==> config.mk <==
export PLATFORM = sky130hd
export DESIGN_NAME = share_class_dir
export DESIGN_NICKNAME = d
export VERILOG_FILES = /design/src/rtl/sct_pkg.sv /design/src/rtl/sct_table.sv /design/src/rtl/sct_classify.sv /design/src/rtl/sct_dgctl.sv /design/src/rtl/share_class_dir.sv
export SDC_FILE = /design/constraint.sdc
export NUM_CORES = 1
export LEC_CHECK = 0
export BUFFER_PORTS_ARGS = -buffer_cell sky130_fd_sc_hd__buf_2
export CORE_MARGIN = 2
export CORE_UTILIZATION = 65
export CTS_CLUSTER_SIZE = 16
export DETAILED_ROUTE_END_ITERATION = 7
export PLACE_DENSITY = 0.84
export SLEW_MARGIN = 20
export SYNTH_ARGS = -nofsm -noshare
export SYNTH_HDL_FRONTEND = slang
export SYNTH_SLANG_ARGS = --single-unit
==> constraint.sdc <==
create_clock -name clk -period 6 [get_ports clk]
set_input_delay 0.6 -clock clk [delete_from_list [all_inputs] [get_ports clk]]
set_output_delay 0.6 -clock clk [all_outputs]
set_load 0.02 [all_outputs]
==> src/rtl/sct_pkg.sv <==
package sct_pkg;

   typedef enum logic [1:0] {
      CLS_PRIV = 2'b00,
      CLS_SRO  = 2'b01,
      CLS_SRW  = 2'b10
   } sct_cls_e;

   function automatic logic cls_is_safe(input sct_cls_e c);
      return c != CLS_SRW;
   endfunction

endpackage

==> src/rtl/sct_table.sv <==
module sct_table #(
   parameter int NUM_ENTRIES = 16,
   parameter int CORE_W      = 2,
   localparam int IDX_W      = $clog2(NUM_ENTRIES)
) (
   input  logic              clk,
   input  logic              rst_n,
   input  logic [IDX_W-1:0]  rd_idx,
   output logic              rd_valid,
   output logic [1:0]        rd_cls,
   output logic [CORE_W-1:0] rd_owner,
   input  logic              wr_en,
   input  logic [IDX_W-1:0]  wr_idx,
   input  logic [1:0]        wr_cls,
   input  logic [CORE_W-1:0] wr_owner
);

   logic [NUM_ENTRIES-1:0] ent_valid;
   logic [1:0]             ent_cls   [NUM_ENTRIES];
   logic [CORE_W-1:0]      ent_owner [NUM_ENTRIES];

   for (genvar e = 0; e < NUM_ENTRIES; e++) begin : g_entry
      logic sel;
      assign sel = wr_en && (wr_idx == IDX_W'(e));
      always_ff @(posedge clk) begin
         if (!rst_n) begin
            ent_valid[e] <= 1'b0;
            ent_cls[e]   <= 2'b00;
            ent_owner[e] <= '0;
         end else if (sel) begin
            ent_valid[e] <= 1'b1;
            ent_cls[e]   <= wr_cls;
            ent_owner[e] <= wr_owner;
         end
      end
   end

   assign rd_valid = ent_valid[rd_idx];
   assign rd_cls   = ent_cls[rd_idx];
   assign rd_owner = ent_owner[rd_idx];

endmodule

==> src/rtl/sct_classify.sv <==
module sct_classify
   import sct_pkg::*;
#(
   parameter int CORE_W = 2
) (
   input  logic              hit_valid,
   input  logic [1:0]        cur_cls,
   input  logic [CORE_W-1:0] cur_owner,
   input  logic [CORE_W-1:0] core,
   input  logic              write,
   output sct_cls_e          nxt_cls,
   output logic [CORE_W-1:0] nxt_owner,
   output logic              escalate
);

   sct_cls_e cur_e;
   assign cur_e = sct_cls_e'(cur_cls);

   always_comb begin
      nxt_cls   = cur_e;
      nxt_owner = cur_owner;
      escalate  = 1'b0;
      if (!hit_valid) begin
         nxt_cls   = CLS_PRIV;
         nxt_owner = core;
      end else begin
         unique case (cur_e)
            CLS_PRIV: begin
               if (core != cur_owner) begin
                  if (write) begin
                     nxt_cls  = CLS_SRW;
                     escalate = 1'b1;
                  end else begin
                     nxt_cls = CLS_SRO;
                  end
               end
            end
            CLS_SRO: begin
               if (write) begin
                  nxt_cls  = CLS_SRW;
                  escalate = 1'b1;
               end
            end
            default: nxt_cls = CLS_SRW;
         endcase
      end
   end

endmodule

==> src/rtl/sct_dgctl.sv <==
module sct_dgctl #(
   parameter int NUM_CORES = 4,
   parameter int IDX_W     = 4,
   localparam int CORE_W   = $clog2(NUM_CORES)
) (
   input  logic                 clk,
   input  logic                 rst_n,
   input  logic                 start,
   input  logic [CORE_W-1:0]    start_core,
   input  logic [IDX_W-1:0]     start_idx,
   input  logic [NUM_CORES-1:0] ack,
   output logic [NUM_CORES-1:0] pend,
   output logic                 active,
   output logic                 finishing,
   output logic [IDX_W-1:0]     idx,
   output logic [CORE_W-1:0]    core
);

   logic [NUM_CORES-1:0] start_mask;

   for (genvar c = 0; c < NUM_CORES; c++) begin : g_mask
      assign start_mask[c] = (start_core != CORE_W'(c));
   end

   always_ff @(posedge clk) begin
      if (!rst_n) begin
         pend <= '0;
         idx  <= '0;
         core <= '0;
      end else if (start) begin
         pend <= start_mask;
         idx  <= start_idx;
         core <= start_core;
      end else begin
         pend <= pend & ~ack;
      end
   end

   assign active    = |pend;
   assign finishing = active && ((pend & ~ack) == '0);

endmodule

==> src/rtl/share_class_dir.sv <==
module share_class_dir
   import sct_pkg::*;
#(
   parameter int NUM_CORES   = 4,
   parameter int NUM_ENTRIES = 16,
   localparam int CORE_W     = $clog2(NUM_CORES),
   localparam int IDX_W      = $clog2(NUM_ENTRIES)
) (
   input  logic                 clk,
   input  logic                 rst_n,
   input  logic                 req_valid,
   input  logic [CORE_W-1:0]    req_core,
   input  logic [IDX_W-1:0]     req_idx,
   input  logic                 req_write,
   output logic                 req_busy,
   output logic                 rsp_valid,
   output logic [CORE_W-1:0]    rsp_core,
   output logic [IDX_W-1:0]     rsp_idx,
   output logic [1:0]           rsp_class,
   output logic                 rsp_safe,
   output logic [NUM_CORES-1:0] dg_req,
   output logic [IDX_W-1:0]     dg_idx,
   input  logic [NUM_CORES-1:0] dg_ack
);

   if (NUM_CORES < 2) begin : g_bad_cores
      $error("share_class_dir: NUM_CORES must be at least 2");
   end
   if (NUM_ENTRIES < 2 || (NUM_ENTRIES & (NUM_ENTRIES - 1)) != 0) begin : g_bad_entries
      $error("share_class_dir: NUM_ENTRIES must be a power of two >= 2");
   end

   logic              t_valid;
   logic [1:0]        t_cls;
   logic [CORE_W-1:0] t_owner;
   logic              t_wr_en;
   logic [IDX_W-1:0]  t_wr_idx;
   logic [1:0]        t_wr_cls;
   logic [CORE_W-1:0] t_wr_owner;

   sct_cls_e          c_cls;
   logic [CORE_W-1:0] c_owner;
   logic              c_esc;

   logic              d_active;
   logic              d_finish;
   logic [CORE_W-1:0] d_core;
   logic              accept;

   sct_table #(
      .NUM_ENTRIES(NUM_ENTRIES),
      .CORE_W     (CORE_W)
   ) u_table (
      .clk     (clk),
      .rst_n   (rst_n),
      .rd_idx  (req_idx),
      .rd_valid(t_valid),
      .rd_cls  (t_cls),
      .rd_owner(t_owner),
      .wr_en   (t_wr_en),
      .wr_idx  (t_wr_idx),
      .wr_cls  (t_wr_cls),
      .wr_owner(t_wr_owner)
   );

   sct_classify #(
      .CORE_W(CORE_W)
   ) u_classify (
      .hit_valid(t_valid),
      .cur_cls  (t_cls),
      .cur_owner(t_owner),
      .core     (req_core),
      .write    (req_write),
      .nxt_cls  (c_cls),
      .nxt_owner(c_owner),
      .escalate (c_esc)
   );

   sct_dgctl #(
      .NUM_CORES(NUM_CORES),
      .IDX_W    (IDX_W)
   ) u_dgctl (
      .clk       (clk),
      .rst_n     (rst_n),
      .start     (accept && c_esc),
      .start_core(req_core),
      .start_idx (req_idx),
      .ack       (dg_ack),
      .pend      (dg_req),
      .active    (d_active),
      .finishing (d_finish),
      .idx       (dg_idx),
      .core      (d_core)
   );

   // Hold off: same entry, a second escalation, or the closing cycle.
   assign req_busy = req_valid && d_active &&
                     ((req_idx == dg_idx) || c_esc || d_finish);
   assign accept   = req_valid && !req_busy;

   always_comb begin
      t_wr_en    = 1'b0;
      t_wr_idx   = req_idx;
      t_wr_cls   = c_cls;
      t_wr_owner = c_owner;
      if (d_finish) begin
         t_wr_en    = 1'b1;
         t_wr_idx   = dg_idx;
         t_wr_cls   = CLS_SRW;
         t_wr_owner = d_core;
      end else if (accept && !c_esc) begin
         t_wr_en = 1'b1;
      end
   end

   always_ff @(posedge clk) begin
      if (!rst_n) begin
         rsp_valid <= 1'b0;
         rsp_core  <= '0;
         rsp_idx   <= '0;
         rsp_class <= 2'b00;
         rsp_safe  <= 1'b0;
      end else if (d_finish) begin
         rsp_valid <= 1'b1;
         rsp_core  <= d_core;
         rsp_idx   <= dg_idx;
         rsp_class <= CLS_SRW;
         rsp_safe  <= cls_is_safe(CLS_SRW);
      end else if (accept && !c_esc) begin
         rsp_valid <= 1'b1;
         rsp_core  <= req_core;
         rsp_idx   <= req_idx;
         rsp_class <= c_cls;
         rsp_safe  <= cls_is_safe(c_cls);
      end else begin
         rsp_valid <= 1'b0;
      end
   end

endmodule

==> results.md, run 1 <==
* R2R setup slack at ~2600 ps
* Endpoint, Worst Hold: u_table.ent_valid[3]
* Via-per-instance ratio at around 6.4
* Avg WL per Cell at between 20 and 25 µm
* Initial DRT Pass Iterations at 5
* Combinational power share at 0.116
* Fill cell count at 532
* Crit-path max FO at 26
* Worst endpoint required time at between 5000 and 6000 ps
* Reg2Reg Capture Point: u_table.ent_owner[3][1]
* Synthesized area at 0.00495 mm²
* Final Cell Area at 0.00527 mm²
* Min-delay src: u_table.ent_valid[3]
* Nets at just under 500
* Placement Cell Area at 0.00507 mm²
* Via count at between 3,000 and 4,000
* Vias in the first global route at 3,575
* Lkg Pwr at 0.00194 µW
* R2R cell count at 7
* Post_cts resized at 0
* Worst-Skew Late Latency at 360 ps
* Power Total at approximately 1300 µW
* Number of diodes at 0
* Synth Instances at 453
* Antenna-violating nets left at 0
* Top FF cell, synth: edfxtp_1
* Crit Path Category: in -> out
* Worst hold path type: reg -> reg
* DRC Markers at 0
* Synth Net Count at between 400 and 500
* Clock transition at the registers of the reported paths at about 90 ps
* Total wire length at roughly 12 mm
* Final Hold Viols at 0
* Int Pwr at around 1000 µW
* Unrepaired setup endpoints after global routing: no
* Yosys warnings at 0
* Die W at 91.3 µm
* Core area at about 0.0073 mm²
* Post-synth cell types at 55
* Initial core utilization at 0.676
* Largest cells by area after synthesis: edfxtp_1 39%, dfxtp_1 15%, mux2i_1 7.5%, nor2_1 6.1%, mux4_2 5.0%
* Share of cells above drive strength 1 at 0.176
* #FFs+latches synth at 100
* Max-slew violation count at 0
* Global-route wire length before repair at about 19 mm
* CP Data Arrival Time at 3570 ps
* Clk sinks at 100
* Post-synth ARST share at 0
* Power per cell area at roughly 260 mW/mm²
* VDD IR max at 0.136 mV
* Net Switching at between 300 and 400 µW
* Avg Cell Area, Syn at 10.9 µm²
* Reg-to-Reg Start: u_table.ent_owner[14][0]
* Seq pwr share at 0.570
* Tightest Pin Transition at 916 ps
* Max Clock Freq at between 200 and 250 MHz
* Largest net degree at the start of global routing at 56
* Dominant cell type by area after synthesis: edfxtp_1
* Final Cycle Share at 0.695
* Area Growth Syn to Fin at 6.42%
* Crit. End Element: output port
* Post-synth EDFFs at 64
* Clk root buf: clkbuf_8
* Switch share at 0.254
* Yosys top cell area share at 0.388
* CTS max path bufs at 2
* Post-CTS Setup Inserts at 0
* Power share of the clock group at 0.314
* CTS tree: yes
* H-tree levels at 3
* Hold-fix buffers, CTS at 0
* Sequential share of the synthesized area at 0.534
* Port buffer count at 32
* Die H at ~90 µm
* Hold depth at 2
* Drt first-iter violations at approximately 350
* Total GRT Usage at 0.302
* Clock skew at approximately 8.3 ps
* Final TNS setup at 0 ps
* Initial antenna violation count at 0
* Status: finished clean
* Cell Rows at 31
* Final Critical Period at around 4200 ps
* Post-DP HPWL at 8.18 mm
* I/O pins at 33
* Grt ovf at 0
* Setup-failing EPs final at 0
* Total CTS buffers at 9
* Die outline area at around 0.0083 mm²
* Final RePlAce weighted congestion at about 0.86
* Maxcap violations at 0
* Slew Limit Headroom at 0.388
* CP Launch Type: input pin
[layout make-up]
class / instances / area (µm²) / share of cell area
sequential: 100 / 2640 / 0.501
multi-input combinational: 322 / 2120 / 0.402
clock inverter: 4 / 20.0 / 0.00380
clock buffer: 12 / 176 / 0.0335
tap: 99 / 124 / 0.0235
timing repair buffer: 33 / 168 / 0.0318
inverter: 5 / 18.8 / 0.00356
[cell usage in the layout (no fill, tap or decap), types with 8 or more instances in the layout]
| cell | count |
|---|---|
| mux4_2 | 11 |
| dfxtp_1 | 36 |
| nand3_1 | 19 |
| nand2_1 | 50 |
| nor2_2 | 8 |
| clkbuf_8 | 11 |
| o21ai_1 | 12 |
| mux2i_1 | 37 |
| nor2_1 | 81 |
| buf_2 | 32 |
| o21ai_0 | 14 |
| o31ai_1 | 17 |
| edfxtp_1 | 64 |
[cell usage after synthesis (3+ instances only)]
| library cell | number |
|---|---|
| clkbuf_1 | 11 |
| a21boi_0 | 3 |
| xnor2_1 | 5 |
| nor2_2 | 8 |
| a22oi_1 | 7 |
| nand2b_1 | 4 |
| mux4_2 | 11 |
| mux2i_1 | 37 |
| and2_1 | 4 |
| a21oi_1 | 5 |
| nor2_1 | 81 |
| buf_2 | 5 |
| buf_4 | 5 |
| nor2b_1 | 7 |
| o21ai_0 | 14 |
| o21ai_1 | 12 |
| dfxtp_1 | 36 |
| nand2_1 | 50 |
| inv_1 | 5 |
| o31ai_1 | 17 |
| nand3_1 | 19 |
| edfxtp_1 | 64 |
[sequential cells by signal, summed over array words and instances, names as in the netlist]
signal	flops
u_table.ent_cls	32
rsp_core	2
rsp_idx	4
rsp_valid	1
u_table.ent_owner	32
rsp_class	2
u_dgctl.idx	4
u_dgctl.pend	4
u_table.ent_valid	16
u_dgctl.core	2
rsp_safe	1
[power groups by stage]
| stage | Clock [µW] | Combinational [µW] | Sequential (µW) |
|---|---|---|---|
| 3_3_place_gp | 0 | 149 | 781 |
| 3_5_place_dp | 0 | 153 | 782 |
| 4_1_cts | 418 | 154 | 766 |
| 2_1_floorplan | 0 | 111 | 783 |
| 5_1_grt | 444 | 167 | 769 |
| 6_report | 422 | 156 | 766 |
[how the worst max path moves through the flow]
| stage | start | to | cells past startpoint |
|---|---|---|---|
| final | req_idx[0] | req_busy | 9 |
| after global routing | req_idx[0] | req_busy | 9 |
| after CTS | req_idx[0] | req_busy | 9 |
| after detailed placement | req_idx[1] | u_table.ent_owner[3][1] | 8 |
| after global placement | req_idx[1] | u_table.ent_cls[5][0] | 8 |
| after floorplan | req_idx[0] | req_busy | 9 |
[layer usage]
metal,wire length (µm),vias to the layer above,global-route usage
met3,1060,36,0.0473
met4,349,0,0.145
met1,4820,1758,0.418
li1,-,1666,-
met2,5720,212,0.469
met5,0,-,0
[cell families (layout without fill, tap and decap cells)]
logic type             count (synthesis)  in the layout  synth area share
AND/OR/NAND/NOR                      190            190             0.175
AO/OA/AOI/OAI                         74             74             0.105
XOR/XNOR                               6              6            0.0121
flip-flops                           100            100             0.534
multiplexers                          52             52             0.136
buffers and inverters                 31             54            0.0382
[per-stage QoR]
stage / setup slack, ps / instances / hold WS, ps / utilization
2_1_floorplan: 2510 / 453 / 420 / -
3_3_place_gp: 1920 / 559 / 432 / 0.692
3_5_place_dp: 1760 / 559 / 439 / 0.692
4_1_cts: 1870 / 575 / 454 / 0.719
5_1_grt: 1660 / 575 / 469 / 0.719
6_report: 1830 / 575 / 454 / 0.719
[critical path: stages]
cell and delay, ps:
buf_2 570, mux4_2 610, a22oi_1 210, nand3_1 170
nand2b_4 210, a211oi_1 690, nand2b_1 190, and3_1 150
buf_2 160
No activity file was read; power rests on OpenSTA's default activity.
==> inputs of run 2 (changes only) <==
- CORE_UTILIZATION: 65 -> 55
- PLACE_DENSITY: 0.84 -> 0.75
- clock period: 6 -> 3.35 ns (I/O delays scaled with it)
==> run 2 against run 1 <==
Utilization decreased by 8.0 points. Final cell count is 8.3% higher. Die area rose by 17%. Clock-buffer cell count is 1 higher. Combinational power is 110% higher. Design area increased by 5.7%. Sequential cell count unchanged.
==> results.md, run 2 (synthesis gave the netlist of run 1 again) <==
* Clock transition at the registers of the reported paths at about 90 ps
* Clock skew at ~14 ps
* Slew Limit Headroom at 0.621
* Power per cell area at 434 mW/mm²
* Total GRT Usage at 0.274
* Worst Setup SP: req_idx[0]
* Die H at ~99 µm
* Crit-path cells: buf_2 -> buf_4 -> mux2i_1 -> mux4_2 -> xnor2_1 -> o32ai_2 -> buf_4 -> a211oi_1 -> nand2b_1 -> and3_1 -> buf_2
* Met3 WL at between 1 and 1.5 mm
* Largest net degree at the start of global routing at 55
* Number of diodes at 0
* Drt first-iter violations at 398
* Post_cts resized at 0
* Reg-to-Reg Start: u_dgctl.pend[3]
* Grt ovf at 0
* Post-DP HPWL at about 9.1 mm
* Slowest stage delay, CP at 490 ps
* Commonest non-fill, non-tap cell in the layout: nor2_1
* VDD IR max at 0.376 mV
* Initial DRT Pass Iterations at 5
* Die W at just under 100 µm
* Clk sinks at 100
* Fill cell count at roughly 700
* Worst-Skew Late Latency at 380 ps
* CTS tree: yes
* Vias in the first global route at ~3,700
* Hold depth at 3
* Final TNS setup at 0 ps
* Crit Path Category: in -> out
* Lkg Pwr at 0.00212 µW
* Tightest Pin Transition at ~570 ps
* Max-slew violation count at 0
* Worst endpoint required time at between 3000 and 4000 ps
* Initial core utilization at 0.568
* Final Hold Viols at 0
* WHS at 266 ps
* Total CTS buffers at 9
* Post-CTS Setup Inserts at 0
* Avg WL per Cell at 20.4 µm
* Total wire length at around 13 mm
* Crit-path max FO at 17
* CP endpoint: req_busy
* Initial antenna violation count at 0
* WP depth at 11
* Met1 wire length at about 5.2 mm
* CP Data Arrival Time at about 2800 ps
* Unrepaired setup endpoints after global routing: no
* Nets at roughly 520
* R2R setup slack at 490 ps
* Final RePlAce weighted congestion at approximately 0.9
* H-tree levels at 3
* Cell Rows at 34
* DR WL met2 at about 6 mm
* Share of cells above drive strength 1 at 0.233
* Core area at 0.00872 mm²
* Antenna-violating nets left at 0
* Final Critical Period at around 3100 ps
* Slowest CP cell: mux4_2
* R2R cell count at 6
* Commonest cells after routing, fill and taps aside: 81 x nor2_1, 64 x edfxtp_1, 50 x nand2_1
* DRC Markers at 0
* Hold-fix buffers, CTS at 0
* Worst hold path type: in -> reg
* Max Clock Freq at 321 MHz
* Port buffer count at 32
* Setup-failing EPs final at 0
* Clk root buf: clkbuf_8
* Crit. End Element: output port
* Via count at around 3,900
* Buffer and inverter count on the worst path at 4
* Via-per-instance ratio at around 6.2
* Global-route wire length before repair at around 20 mm
* Die outline area at between 0.009 and 0.01 mm²
* I/O pins at 33
* Final Cycle Share at 0.929
* Reg2Reg Capture Point: u_table.ent_owner[12][1]
* Area Growth Syn to Fin at 12.5%
* CTS max path bufs at 2
* Worst path top cell family by delay: buffers and inverters
* Maxcap violations at 0
* Largest registers: u_table.ent_cls x32, u_table.ent_owner x32, u_table.ent_valid x16
* Status: finished clean
* Top layer in use: met4
* CP Launch Type: input pin
run 2: cell types whose count changed in the layout (fill, tap and decap cells not counted), moves of 2 or more:
cell	change
buf_12	+2
buf_4	+37
clkbuf_1	+3
clkinv_2	-4
inv_4	+2
run 2: final cells by class:
cell class	count	area [µm²]	area share
clock buffer	13	149	0.0267
clock inverter	3	21.3	0.00382
inverter	5	18.8	0.00337
multi-input combinational	322	2120	0.381
sequential	100	2640	0.474
tap	108	135	0.0242
timing repair buffer	72	485	0.0871
run 2: per-layer routing:
| layer | track usage | up-vias |
|---|---|---|
| met5 | 0 | - |
| met4 | 0.0790 | 0 |
| met3 | 0.0617 | 23 |
| met2 | 0.429 | 208 |
| met1 | 0.387 | 1887 |
| li1 | - | 1743 |
run 2: worst min path at each step:
stage                     startpoint                     to  slack [ps]
2_1_floorplan  u_table.ent_valid[10]  u_table.ent_valid[10]         420
3_3_place_gp   u_table.ent_valid[11]  u_table.ent_valid[11]         430
3_5_place_dp    u_table.ent_valid[0]   u_table.ent_valid[0]         440
4_1_cts                    dg_ack[0]        u_dgctl.pend[0]         250
5_1_grt                    dg_ack[0]        u_dgctl.pend[0]         290
6_report                   dg_ack[0]        u_dgctl.pend[0]         270
run 2: worst reg2reg max path, stage by stage (launching register included):
cell     delay (ps)
dfxtp_1         350
or4_1           580
nand2_1         250
mux2i_1         380
nand2_1         330
o31ai_1         480
buf_4           200
run 2: power by group:
group | internal [µW] | switching, µW
Sequential | 1350 | 17.5
Combinational | 131 | 201
Clock | 296 | 420
Total | 1780 | 639
run 2: metrics by stage:
step	cells	area [µm²]	utilization	total power, µW	worst slack (ps)
after CTS	623	5570	0.639	2420	242
after global routing	623	5570	0.639	2490	91.8
after floorplan	453	4950	-	1600	261
after detailed placement	607	5400	0.620	1720	176
final	623	5570	0.639	2420	238
after global placement	607	5400	0.620	1710	246
==> inputs of run 3 (changes only) <==
- ABC_AREA: default -> 1
- CTS_CLUSTER_DIAMETER: default -> 150
==> run 3 against run 2 <==
Design area down 4.0%. Global-route usage down 1.5 points. Highest routed layer unchanged. Area after synthesis down 0.53%. Critical endpoint is now u_table.ent_owner[3][1].
==> results.md, run 3 <==
* Seq pwr share at 0.515
* Unrepaired setup endpoints after global routing: no
* Avg Cell Area, Syn at between 8 and 9 µm²
* Initial antenna violation count at 0
* Largest cells by area after synthesis: edfxtp_1 39%, dfxtp_1 15%, nand2_1 12%, nor2_1 8.5%, nand3_1 5.2%
* CP Data Arrival Time at just under 3000 ps
* Worst hold path type: in -> reg
* Switch share at 0.284
* Clk root buf: clkbuf_8
* Share of cells above drive strength 1 at 0.124
* Vias in the first global route at between 3,000 and 4,000
* Int Pwr at 1960 µW
* Synth Net Count at 617
* Synth Instances at between 600 and 700
* Cell Rows at 34
* Area occupied by multi-input gates at 0.00191 mm²
* Tightest Pin Transition at 726 ps
* Die outline area at 0.00973 mm²
* Simple-gate portion of the synthesized area at 0.304
* Commonest non-fill, non-tap cell in the layout: nand2_1
* Setup-failing EPs final at 0
* Worst endpoint required time at around 3400 ps
* Clk sinks at 100
* Sequential share of the synthesized area at 0.536
* Power share of the clock group at 0.310
* Via-per-instance ratio at around 5.6
* Synth Area in XOR/XNOR at 0.00711
* Synthesized area at slightly below 0.005 mm²
* Global-route wire length before repair at 19.4 mm
* Crit. End Element: flop
* Most frequent cell after synthesis: nand2_1
* Largest family of logic cells by synthesized area: simple AND/OR/NAND/NOR gates
* Slew Limit Headroom at 0.516
* Drt first-iter violations at approximately 360
* Final RePlAce weighted congestion at 0.907
* Via count at slightly above 4,000
* Status: finished clean
* Fraction of the mapped netlist area in adder cells at 0
* Post-synth EDFFs at between 60 and 70
* DRC Markers at 0
* Crit Path Category: reg -> reg
* Die W at around 99 µm
* Hold-fix buffers, CTS at 0
* Post-synthesis compound-gate area fraction at 0.0770
* R2R setup slack at 430 ps
* Top FF cell, synth: edfxtp_1
* Post-DP HPWL at 8.10 mm
* Avg WL per Cell at approximately 16 µm
* Area Growth Syn to Fin at 8.64%
* Clock transition at the registers of the reported paths at about 80 ps
* Total CTS buffers at 9
* Final Hold Viols at 0
* Port buffer count at 32
* Net Switching at between 700 and 800 µW
* Crit-path max FO at 33
* Nets at ~640
* Number of diodes at 0
* Max Clock Freq at roughly 340 MHz
* Yosys warnings at 0
* Fill cell count at a little under 800
* VDD IR max at 0.281 mV
* #FFs+latches synth at 100
* Final TNS setup at 0 ps
* Yosys top cell area share at 0.390
* CTS tree: yes
* Initial DRT Pass Iterations at 5
* Total wire length at ~12 mm
* Placement Cell Area at between 0.005 and 0.006 mm²
* Final Cycle Share at 0.872
* Max-slew violation count at 0
* Maxcap violations at 0
* Post_cts resized at 0
* Initial core utilization at 0.565
* Dominant cell type by area after synthesis: edfxtp_1
* Clock skew at 8.61 ps
* CTS max path bufs at 2
* Largest registers: u_table.ent_cls x32, u_table.ent_owner x32, u_table.ent_valid x16
* Post-CTS Setup Inserts at 0
* Grt ovf at 0
* Core area at between 0.008 and 0.009 mm²
* I/O pins at 33
* Antenna-violating nets left at 0
* Final Critical Period at 2920 ps
* H-tree levels at 3
* Power per cell area at between 500 and 600 mW/mm²
* Combinational power share at 0.175
* Post-synth cell types at 30
* Die H at roughly 100 µm
* Lkg Pwr at 0.00231 µW
* Storage element area at 0.00264 mm²
* Post-synthesis mux area share at 0
* Top post-synthesis cells by count: 156 x nand2_1, 112 x nor2_1, 64 x edfxtp_1, 51 x nand3_1, 50 x inv_1
* Largest net degree at the start of global routing at 49
* Final Cell Area at 0.00535 mm²
* Commonest cells after routing, fill and taps aside: 156 x nand2_1, 112 x nor2_1, 64 x edfxtp_1
* Total GRT Usage at 0.259
* CP Launch Type: flop
* Worst-Skew Late Latency at about 370 ps
* Post-synth ARST share at 0
==> run 3: cell count changes after synthesis, sizes merged, moves of 11 or more <==
cell   previous run  this run
nand2            51       159
inv               5        52
nand3            19        64
mux2i            38         0
nor2             91       114
o31ai            17         0
a21oi             5        19
mux4             11         0
==> run 3: critical path, cell delays in order (launching register included) <==
cell	delay (ps)
dfxtp_1	340
nor4_2	540
inv_1	150
nand2_1	390
o21ai_0	180
inv_1	150
o211ai_2	220
nand2_2	180
buf_12	210
nand2_1	80
nand2_1	150
==> run 3: final timing paths <==
check                       start                 endpoint  cells past startpoint
max               u_dgctl.pend[3]  u_table.ent_owner[3][1]                     10
min                   req_core[0]          u_dgctl.pend[3]                      2
max reg2reg       u_dgctl.pend[3]  u_table.ent_owner[3][1]                     10
min reg2reg  u_table.ent_valid[0]     u_table.ent_valid[0]                      2
==> run 3: metrics by stage <==
step / util / std cells / setup slack, ps / hold WS [ps] / total power (µW)
2_1_floorplan: - / 603 / 1170 / 418 / 1760
3_3_place_gp: 0.589 / 721 / 431 / 428 / 1900
3_5_place_dp: 0.589 / 721 / 361 / 441 / 1910
4_1_cts: 0.614 / 737 / 474 / 193 / 2730
5_1_grt: 0.614 / 737 / 171 / 194 / 2840
6_report: 0.614 / 737 / 430 / 201 / 2730
==> run 3: layer usage <==
metal	vias to the layer above	GRT usage	wire (µm)
met5	-	0	0
met3	30	0.0610	1050
met2	168	0.407	5610
met4	0	0.106	320
met1	1893	0.348	4980
li1	2007	-	-
==> run 3: area by class of cell <==
cell class,count,share of cell area
sequential,100,0.494
multi-input combinational,418,0.357
timing repair buffer,43,0.0477
inverter,52,0.0365
clock buffer,14,0.0285
tap,108,0.0253
clock inverter,2,0.0112
==> run 3: logic make-up (layout without fill, tap and decap cells) <==
| group | Yosys count | after routing |
|---|---|---|
| and+or+nand+nor | 346 | 346 |
| DFF | 100 | 100 |
| buffers and inverters | 85 | 111 |
| AOI/OAI and AO/OA | 68 | 68 |
| xor gates and xnor gates | 4 | 4 |
==> run 3: power by group through the flow <==
stage	clock network, µW	logic [µW]	registers, µW
after floorplan	0	307	1450
after global placement	0	465	1440
after detailed placement	0	472	1440
after CTS	846	474	1410
after global routing	899	529	1410
final	846	478	1410
